File: src/rtl/vdc_regs.sv
module vdc_regs (
  input  logic        clk,
  input  logic        rst_n,
  input  logic [2:0]  reg_sel,
  input  logic        wr_en,
  input  logic        rd_en,
  input  logic [7:0]  wdata,
  output logic [7:0]  rdata,
  input  logic        vblank_in,
  output logic        inc32,
  output logic [1:0]  nt_sel,
  output logic        spr_base,
  output logic        bg_base,
  output logic        spr_tall,
  output logic [7:0]  scroll_x,
  output logic [7:0]  scroll_y,
  output logic [4:0]  scx_coarse,
  output logic [2:0]  scx_fine,
  output logic [4:0]  scy_coarse,
  output logic [2:0]  scy_fine,
  output logic [13:0] vmem_addr,
  output logic [7:0]  vmem_wdata,
  output logic        vmem_we,
  output logic        vmem_re,
  input  logic [7:0]  vmem_rdata,
  output logic [31:0] pal_we,
  output logic [7:0]  pal_wdata,
  output logic [7:0]  spr_addr,
  output logic [7:0]  spr_wdata,
  output logic        spr_we
);

  localparam logic [7:0]  VY_MAX   = 8'd239;
  localparam logic [31:0] BACKDROP = 32'h1111_1111;

  logic [5:0]  ctrl_q;
  logic        vbl_q, vb_prev_q, tog_q, pend_q;
  logic [13:0] ptr_q;
  logic [7:0]  buf_q, sx_q, sy_q, spr_q;

  wire rd     = rd_en & ~wr_en;
  wire st_rd  = rd && reg_sel == 3'd2;
  wire dat_rd = rd && reg_sel == 3'd7;
  wire dat_wr = wr_en && reg_sel == 3'd7;
  wire scr_wr = wr_en && reg_sel == 3'd5;
  wire adr_wr = wr_en && reg_sel == 3'd6;
  wire vb_rise = vblank_in & ~vb_prev_q;
  wire in_pal = &ptr_q[13:8];
  wire [13:0] step = ctrl_q[2] ? 14'd32 : 14'd1;
  wire [7:0] buf_now = pend_q ? vmem_rdata : buf_q;

  assign rdata = st_rd ? {vbl_q, 7'b0} : dat_rd ? buf_now : 8'h00;

  assign nt_sel   = ctrl_q[1:0];
  assign inc32    = ctrl_q[2];
  assign spr_base = ctrl_q[3];
  assign bg_base  = ctrl_q[4];
  assign spr_tall = ctrl_q[5];

  assign scroll_x   = sx_q;
  assign scroll_y   = sy_q;
  assign scx_coarse = sx_q[7:3];
  assign scx_fine   = sx_q[2:0];
  assign scy_coarse = sy_q[7:3];
  assign scy_fine   = sy_q[2:0];

  assign vmem_addr  = ptr_q;
  assign vmem_wdata = wdata;
  assign vmem_we    = dat_wr & ~in_pal;
  assign vmem_re    = dat_rd;

  assign pal_wdata = wdata;
  always_comb begin
    pal_we = '0;
    if (dat_wr && in_pal) begin
      if (ptr_q[3:0] == 4'h0)  pal_we = BACKDROP;
      else if (|ptr_q[1:0])    pal_we = 32'd1 << ptr_q[4:0];
    end
  end

  assign spr_addr  = spr_q;
  assign spr_wdata = wdata;
  assign spr_we    = wr_en && reg_sel == 3'd4;

  always_ff @(posedge clk) begin
    if (!rst_n) begin
      ctrl_q    <= '0;
      vbl_q     <= 1'b0;
      vb_prev_q <= 1'b0;
      tog_q     <= 1'b0;
      pend_q    <= 1'b0;
      ptr_q     <= '0;
      buf_q     <= '0;
      sx_q      <= '0;
      sy_q      <= '0;
      spr_q     <= '0;
    end else begin
      vb_prev_q <= vblank_in;
      if (st_rd)        vbl_q <= 1'b0;
      else if (vb_rise) vbl_q <= 1'b1;

      if (wr_en && reg_sel == 3'd0) ctrl_q <= wdata[5:0];

      if (st_rd)                 tog_q <= 1'b0;
      else if (scr_wr || adr_wr) tog_q <= ~tog_q;

      if (scr_wr) begin
        if (!tog_q) sx_q <= wdata;
        else        sy_q <= (wdata > VY_MAX) ? 8'h00 : wdata;
      end

      if (adr_wr) begin
        if (!tog_q) ptr_q <= {wdata[5:0], 8'h00};
        else        ptr_q <= ptr_q | {6'd0, wdata};
      end else if (dat_rd || dat_wr) begin
        ptr_q <= ptr_q + step;
      end

      pend_q <= dat_rd;
      if (pend_q) buf_q <= vmem_rdata;

      if (wr_en && reg_sel == 3'd3) spr_q <= wdata;
      else if (spr_we)              spr_q <= spr_q + 8'd1;
    end
  end

  AST_STATUS_CLEARS:  assert property (@(posedge clk) disable iff (!rst_n) st_rd |=> (!vbl_q && !tog_q));
  AST_VSCROLL_RANGE:  assert property (@(posedge clk) disable iff (!rst_n) sy_q <= VY_MAX);
  AST_TOGGLE_FLIP:    assert property (@(posedge clk) disable iff (!rst_n) (scr_wr || adr_wr) |=> tog_q != $past(tog_q));
  AST_PTR_ADVANCE:    assert property (@(posedge clk) disable iff (!rst_n) (dat_rd || dat_wr) |=> ptr_q == 14'($past(ptr_q) + (($past(ctrl_q[2])) ? 14'd32 : 14'd1)));
  AST_PAL_MASK:       assert property (@(posedge clk) disable iff (!rst_n) ($countones(pal_we) == 0 || $countones(pal_we) == 1 || $countones(pal_we) == 8));
  AST_PAL_VMEM_EXCL:  assert property (@(posedge clk) disable iff (!rst_n) (pal_we != 32'd0) |-> !vmem_we);
  AST_SPR_ADVANCE:    assert property (@(posedge clk) disable iff (!rst_n) spr_we |=> spr_q == 8'($past(spr_q) + 8'd1));
  AST_VBL_SET:        assert property (@(posedge clk) disable iff (!rst_n) (vb_rise && !st_rd) |=> vbl_q);

endmodule

File: config.mk
export PLATFORM = sky130hd
export DESIGN_NAME = vdc_regs
export DESIGN_NICKNAME = d
export VERILOG_FILES = /design/src/rtl/vdc_regs.sv
export SDC_FILE = /design/constraint.sdc
export NUM_CORES = 1
export LEC_CHECK = 0
export ABC_AREA = 1
export BUFFER_PORTS_ARGS = -buffer_cell sky130_fd_sc_hd__buf_2
export CORE_ASPECT_RATIO = 0.9
export CORE_MARGIN = 4
export CORE_UTILIZATION = 52
export CTS_CLUSTER_SIZE = 20
export DETAILED_ROUTE_END_ITERATION = 8
export PLACE_DENSITY_LB_ADDON = 0.05
export SLEW_MARGIN = 10
export SYNTH_ARGS = -nofsm -noshare
export SYNTH_HDL_FRONTEND = slang
export SYNTH_SLANG_ARGS = --single-unit
File: constraint.sdc
create_clock -name clk -period 3.07 [get_ports clk]
set_clock_uncertainty 0.05 [all_clocks]
set_input_delay 0.614 -clock clk [delete_from_list [all_inputs] [get_ports clk]]
set_output_delay 0.614 -clock clk [all_outputs]
set_load 0.05 [all_outputs]
==> impl_summary.txt, run 1 <==
----------------------------------------------------
[Run status]
  Status ... complete, no violations

[STA]
  Final Hold Fails ... 0
  Final setup violating endpoints ... 0
  Headroom to the max-slew limit ... 46.6%
  Transition time at the pin with the least slew margin ... 0.796 ns
  Pins Over Slew Limit ... 0
  Setup repair after global routing missed its margin ... no
  Fmax ... 0.363 GHz
  Final clock period utilization by the worst path ... 89.6%
  Final-layout setup total negative slack ... 0 ns
  Shortest period the worst path allows ... 2.75 ns

[Layout]
  Area of all sequential standard cells ... 1120 µm²
  Total area of multi-input combinational cells ... 1800 µm²
  # fillers ... 589
  Share of the core filled with cells in the final layout ... 65.1%
  Signed area change from the synthesized netlist to the final layout ... 18.5%
  Cell area after layout ... 4070 µm²
  Share of post-route cells with drive strength above 1 ... 29.5%
  Post-layout net count ... 654
  Diodes inserted ... 0

[Floorplan]
  Initial core utilization ... 55.0%
  Die footprint ... 7980 µm²
  Die Wd ... 93.7 µm
  Number of top-level pins ... 151
  Row Count ... 27
  Core Box Area ... 6250 µm²
  Vertical die dimension ... 85.1 µm

[Min path]
  Hold-critical path endpoint ... scroll_x[5]$_SDFFE_PN0P_
  Startpoint of the most critical hold path ... scroll_x[5]$_SDFFE_PN0P_
  Path category of the worst min-delay check ... flip-flop to flip-flop
  Instance count along the most critical hold path ... 2

[Critical path]
  CP Capture Type ... primary output
  Beginning of the worst register-to-register path ... tog_q$_SDFFE_PP0P_
  Classification of the worst setup path ... flip-flop to primary output
  Worst endpoint data arrival time ... 2.09 ns
  Slack of the worst reg-to-reg path ... 1.11 ns
  Cell with the largest stage delay on the worst path ... dfxtp_1
  Buffers plus inverters on the worst setup path ... 1
  Data required time at the worst endpoint ... 2.41 ns
  Highest fanout seen on the critical path ... 12
  CP Launch Type ... flip-flop
  Critical path cell sequence ... nand2_2 > nor4_4 > nand4_4 > nor2_1 > buf_2
  RR Endpoint ... vmem_addr[5]$_SDFFE_PN0P_
  CP max stage delay ... 0.46 ns
  Family with the most delay on the worst path ... simple AND/OR/NAND/NOR gates
  Number of cells on the worst reg-to-reg path ... 6

[Routing]
  Residual DRC ... 0
  Average via count per standard cell ... 5.22
  Number of optimization iterations in the first detailed-route pass ... 4
  Final Routed Wirelength ... 9830 µm
  Post-DR wirelength/cell ... 13.8 µm
  Via count ... 3728
  Number of routed nets with antenna violations ... 0
  Iteration-0 DRC Markers ... 234

[Flow run]
  Number of max-capacitance violations reported ... 0

[Clock network]
  Clock tree buffer depth ... 2
  Worst-path clk slew ... 0.11 ns
  Source-to-sink clock delay at the later pin of the worst-skew pair ... 0.32 ns
  Post-CTS Setup Bufs ... 0
  CTS tree ... done
  H-tree lvl count ... 2
  CTS Buf Count ... 5
  Library cell used as clock root buffer ... clkbuf_8
  CTS Hold Buffers Added ... 0
  Total clock sinks ... 56

[Power and ir drop]
  Register share of total power ... 51.1%
  P_sw ... 503 µW
  Internal power of the cells ... 992 µW
  Switching fraction of total power ... 33.6%
  Leak ... 0.00200 µW
  Combinational power share ... 19.5%
  Worst IR Drop VDD ... 298 µV
  Clock power frac ... 29.4%
  Power density cells ... 367 nW/µm²

[Global routing]
  Initial antenna violation count ... 0
  Global route overflow ... 0
  Largest net degree at the start of global routing ... 27
  Total track usage ... 24.1%
  Global-route wire length before repair ... 15900 µm
  Number of global-route vias before repair ... 3355

[Yosys]
  Number of warnings reported in the yosys synthesis log ... 0
  Mean cell area of the mapped netlist ... 6.57 µm²
  Mapped Area ... 3440 µm²
  Net count after synthesis ... 551
  Sequential area share after synthesis ... 32.6%
  Number of storage elements in the synthesis netlist ... 56
  Prevailing post-synth register cell ... dfxtp_1
  Number of enable-type register cells in the synthesized netlist ... 0
  Number of distinct library cells after synthesis ... 32
  Async SR Flop Fraction ... 0%
  Cell count after synthesis ... 523

[Place]
  HPWL after detailed placement ... 7440 µm
  Number of port buffers ... 150
  Area after DPL ... 3970 µm²
  GP Congestion ... 0.884

----------------------------------------------------
==> through the flow <==
step / power (µW) / std cells / setup slack [ns] / hold WS (ns)
after floorplan: 1010 / 523 / -0.163 / 0.402
after global placement: 1070 / 706 / 0.385 / 0.411
after detailed placement: 1070 / 706 / 0.293 / 0.413
after CTS: 1500 / 714 / 0.180 / 0.428
after global routing: 1560 / 714 / 0.137 / 0.452
final: 1500 / 714 / 0.319 / 0.426
==> per-layer routing <==
layer | routed length (µm) | global-route usage [%] | share of wire, %
met1 | 4370 | 33.3 | 44
met2 | 4400 | 39.0 | 45
met3 | 953 | 4.70 | 9.7
met4 | 103 | 5.12 | 1.0
met5 | 0 | 0 | 0
==> flip-flops by register name, summed over array words and instances, names as in the netlist <==
name	flops
vmem_addr	14
buf_q	8
scroll_x	8
scroll_y	8
spr_addr	8
ctrl_q	6
pend_q	1
tog_q	1
vb_prev_q	1
vbl_q	1
==> worst min-delay path: stages, from the launching register on <==
cell and delay (ns):
dfxtp_1 0.33, nand2_1 0.06, a21oi_1 0.05
==> cell usage after synthesis (2+ instances only) <==
library cell | instances | area (µm²)
a21oi_1 | 42 | 210
a31oi_1 | 5 | 31.3
buf_2 | 6 | 30.0
buf_4 | 40 | 300
clkbuf_1 | 9 | 33.8
clkinv_1 | 2 | 7.51
dfxtp_1 | 56 | 1120
ha_1 | 4 | 50.1
inv_1 | 43 | 161
inv_2 | 2 | 7.51
mux2i_1 | 8 | 80.1
nand2_1 | 123 | 462
nand2_2 | 3 | 18.8
nand3_1 | 36 | 180
nand4_1 | 12 | 75.1
nor2_1 | 71 | 267
nor2_2 | 9 | 56.3
nor3_1 | 3 | 15.0
nor3b_1 | 8 | 60.1
o21ai_0 | 25 | 125
o21bai_1 | 2 | 15.0
o22ai_1 | 2 | 12.5
xor2_1 | 3 | 26.3
==> cells in the final DEF (no fill, tap or decap), types with 2 or more instances in the layout <==
master,instances
buf_2,150
nand2_1,123
nor2_1,71
dfxtp_1,56
inv_1,43
a21oi_1,42
nand3_1,36
o21ai_0,25
nand4_1,12
nor2_2,9
mux2i_1,8
nor3b_1,6
clkbuf_8,6
a31oi_1,5
ha_1,4
nand2_2,3
xor2_1,3
buf_4,3
inv_2,2
nor3b_2,2
nor3_2,2
clkinv_1,2
o21bai_1,2
==> power groups by stage <==
stage	registers, µW	clock network [µW]	logic [µW]
after floorplan	823	0	184
after global placement	779	0	287
after detailed placement	780	0	290
after CTS	763	450	290
after global routing	767	481	312
final	764	440	292
==> worst max path at each step <==
| stage | startpoint | end | slack [ns] | cells after the start |
|---|---|---|---|---|
| after floorplan | reg_sel[1] | rdata[0] | -0.16 | 4 |
| after global placement | reg_sel[2] | pal_we[2] | 0.39 | 8 |
| after detailed placement | reg_sel[1] | pal_we[2] | 0.29 | 8 |
| after CTS | vmem_addr[9]$_SDFFE_PN0P_ | pal_we[2] | 0.18 | 5 |
| after global routing | vmem_addr[8]$_SDFFE_PN0P_ | pal_we[1] | 0.14 | 5 |
| final | vmem_addr[9]$_SDFFE_PN0P_ | pal_we[2] | 0.32 | 5 |
==> cell families (layout without fill, tap and decap cells) <==
logic type                 Yosys count  count (layout)  share of synthesized area, %
muxes                                8               8                          2.33
DFF                                 56              56                          32.6
adders and majority gates            4               4                          1.46
and+or+nand+nor                    271             271                          35.0
AOI/OAI and AO/OA                   77              77                          11.7
xor gates and xnor gates             3               3                         0.765
buffers and inverters              104             208                          16.2
==> repair_timing <==
| item | CTS | global route |
|---|---|---|
| hold endpoints to repair | 0 | 0 |
| endpoints found under the setup margin | 0 | 2 |
| gates resized for setup | 0 | 1 |
==> final cells by class <==
class                           instances  share of cell area (%)
Multi-Input combinational cell        363                    44.1
Tap cell                               87                    2.67
Clock inverter                          2                   0.338
Timing Repair Buffer                  153                    19.0
Clock buffer                            6                    2.03
Inverter                               47                    4.33
Sequential cell                        56                    27.5
Note: power is estimated with default switching activity, not from simulation.
==> run 2: changes to the inputs <==
==> constraint.sdc (replaced) <==
create_clock -name clk -period 3.3 [get_ports clk]
set_clock_uncertainty 0.05 [all_clocks]
set_input_delay 0.66 -clock clk [delete_from_list [all_inputs] [get_ports clk]]
set_output_delay 0.66 -clock clk [all_outputs]
set_load 0.05 [all_outputs]
==> run 2 against run 1 <==
Net effect:
- die area unchanged
- clock power increased by 24%
- first-iteration DRC count increased by 8.5%
- register-to-register slack improved by 0.21 ns
- critical endpoint is now pal_we[14]
- final cell count unchanged
- sequential cell count unchanged
- non-clock buffer count unchanged
- global-route usage decreased by 0.30 points
- routed wire length decreased by 0.66%
==> impl_summary.txt, run 2 (same netlist as run 1, synthesis figures left out) <==
----------------------------------------------------
[Critical path]
  Classification of the worst setup path ... flip-flop to primary output
  Data required time at the worst endpoint ... 2.59 ns
  Cell with the largest stage delay on the worst path ... dfxtp_1
  Critical path cell sequence ... inv_2 > nor4_4 > nand4_2 > nor2_2 > buf_2
  CP max stage delay ... 0.47 ns
  CP Launch Type ... flip-flop
  Worst endpoint data arrival time ... 2.22 ns
  CP Capture Type ... primary output
  Buffers plus inverters on the worst setup path ... 2
  Slack of the worst reg-to-reg path ... 1.32 ns
  Family with the most delay on the worst path ... simple AND/OR/NAND/NOR gates
  Highest fanout seen on the critical path ... 12

[Layout]
  Total area of multi-input combinational cells ... 1780 µm²
  Signed area change from the synthesized netlist to the final layout ... 19.1%
  Share of post-route cells with drive strength above 1 ... 29.2%
  Diodes inserted ... 0
  Leading cell type in the layout, fill and taps excluded ... buf_2
  # fillers ... 593
  Number of flip-flops in the largest register ... 14
  Cell area after layout ... 4090 µm²
  Number of standard cells in the layout, taps in and fillers out ... 714
  Most frequent cells in the layout ... 150 x buf_2, 123 x nand2_1, 71 x nor2_1, 56 x dfxtp_1, 43 x inv_1
  Post-layout net count ... 654
  Area of all sequential standard cells ... 1120 µm²

[Place]
  Number of port buffers ... 150
  Dpl cells ... 706
  HPWL after detailed placement ... 7460 µm
  GP Congestion ... 0.911
  Area after DPL ... 3960 µm²

[Routing]
  Number of optimization iterations in the first detailed-route pass ... 5
  Via count ... 3722
  Average via count per standard cell ... 5.21
  Final Routed Wirelength ... 9760 µm
  Residual DRC ... 0
  Iteration-0 DRC Markers ... 254
  Post-DR wirelength/cell ... 13.7 µm
  Number of routed nets with antenna violations ... 0

[Clock network]
  Source-to-sink clock delay at the later pin of the worst-skew pair ... 0.31 ns
  H-tree lvl count ... 2
  Total clock sinks ... 56
  Worst-path clk slew ... 0.10 ns
  Post-cts repair resize count ... 0
  CTS tree ... done
  CTS Buf Count ... 5
  Library cell used as clock root buffer ... clkbuf_8
  CTS Hold Buffers Added ... 0
  Clock tree buffer depth ... 2
  Post-CTS Setup Bufs ... 0

[STA]
  Final clock period utilization by the worst path ... 88.8%
  Worst hold margin ... 0.432 ns
  Setup repair after global routing missed its margin ... no
  Transition time at the pin with the least slew margin ... 0.708 ns
  Fmax ... 0.341 GHz
  Final setup violating endpoints ... 0
  Shortest period the worst path allows ... 2.93 ns
  Headroom to the max-slew limit ... 52.6%
  Final Hold Fails ... 0
  Pins Over Slew Limit ... 0

[Floorplan]
  Die Wd ... 93.7 µm
  Number of top-level pins ... 151
  Row Count ... 27
  Initial core utilization ... 55.0%
  Vertical die dimension ... 85.1 µm
  Die footprint ... 7980 µm²
  Core Box Area ... 6250 µm²

[Global routing]
  Initial antenna violation count ... 0
  Number of global-route vias before repair ... 3308
  Global route overflow ... 0
  Largest net degree at the start of global routing ... 26
  Total track usage ... 23.8%
  Global-route wire length before repair ... 15600 µm

[Power and ir drop]
  Combinational power share ... 17.8%
  Register share of total power ... 46.6%
  Power density cells ... 373 nW/µm²
  Clock power frac ... 35.7%
  Leak ... 0.00202 µW
  Power consumption ... 1530 µW
  Worst IR Drop VDD ... 229 µV
  Internal power of the cells ... 1060 µW
  Switching fraction of total power ... 30.8%
  P_sw ... 470 µW

[Flow run]
  Number of max-capacitance violations reported ... 0

[Min path]
  Path category of the worst min-delay check ... flip-flop to flip-flop

[Run status]
  Status ... complete, no violations

----------------------------------------------------
-- run 2: power by group through the flow --
stage                     sequential, µW  clock (µW)  combinational, µW
after floorplan                      766           0                171
after global placement               725           0                267
after detailed placement             726           0                269
after CTS                            710         551                270
after global routing                 714         581                288
final                                711         544                271
-- run 2: worst paths after layout --
kind	from	to	cells past startpoint
worst max-delay path	vmem_addr[8]$_SDFFE_PN0P_	pal_we[14]	5
worst min-delay path	scroll_y[3]$_SDFFE_PN0P_	scroll_y[3]$_SDFFE_PN0P_	2
worst max register to register	tog_q$_SDFFE_PP0P_	vmem_addr[5]$_SDFFE_PN0P_	6
worst min register to register	scroll_y[3]$_SDFFE_PN0P_	scroll_y[3]$_SDFFE_PN0P_	2
-- run 2: final cells by class --
type | count | area share, %
Clock inverter | 3 | 1.68
Timing Repair Buffer | 153 | 18.9
Multi-Input combinational cell | 363 | 43.4
Clock buffer | 5 | 1.68
Inverter | 47 | 4.31
Tap cell | 87 | 2.66
Sequential cell | 56 | 27.4
-- run 2: per-layer routing --
layer	up-vias	part of all wire (%)	GRT usage [%]
li1	1858	-	-
met1	1668	44	32.4
met2	180	45	38.0
met3	16	10	5.85
met4	0	1.4	5.51
met5	-	0	0
-- run 2: stage by stage --
stage	util [%]	setup WS (ns)	TNS (ns)
floorplan	-	-0.0246	-0.172
global placement	63.3	0.520	0
detailed placement	63.3	0.475	0
CTS	65.5	0.391	0
global route	65.5	0.209	0
finish	65.5	0.370	0
-- run 2: worst min-delay path: cells and delay by family (launching register included) --
family / cells / cell delay [ns]
AOI/OAI and AO/OA: 1 / 0.06
DFF: 1 / 0.33
and+or+nand+nor: 1 / 0.06
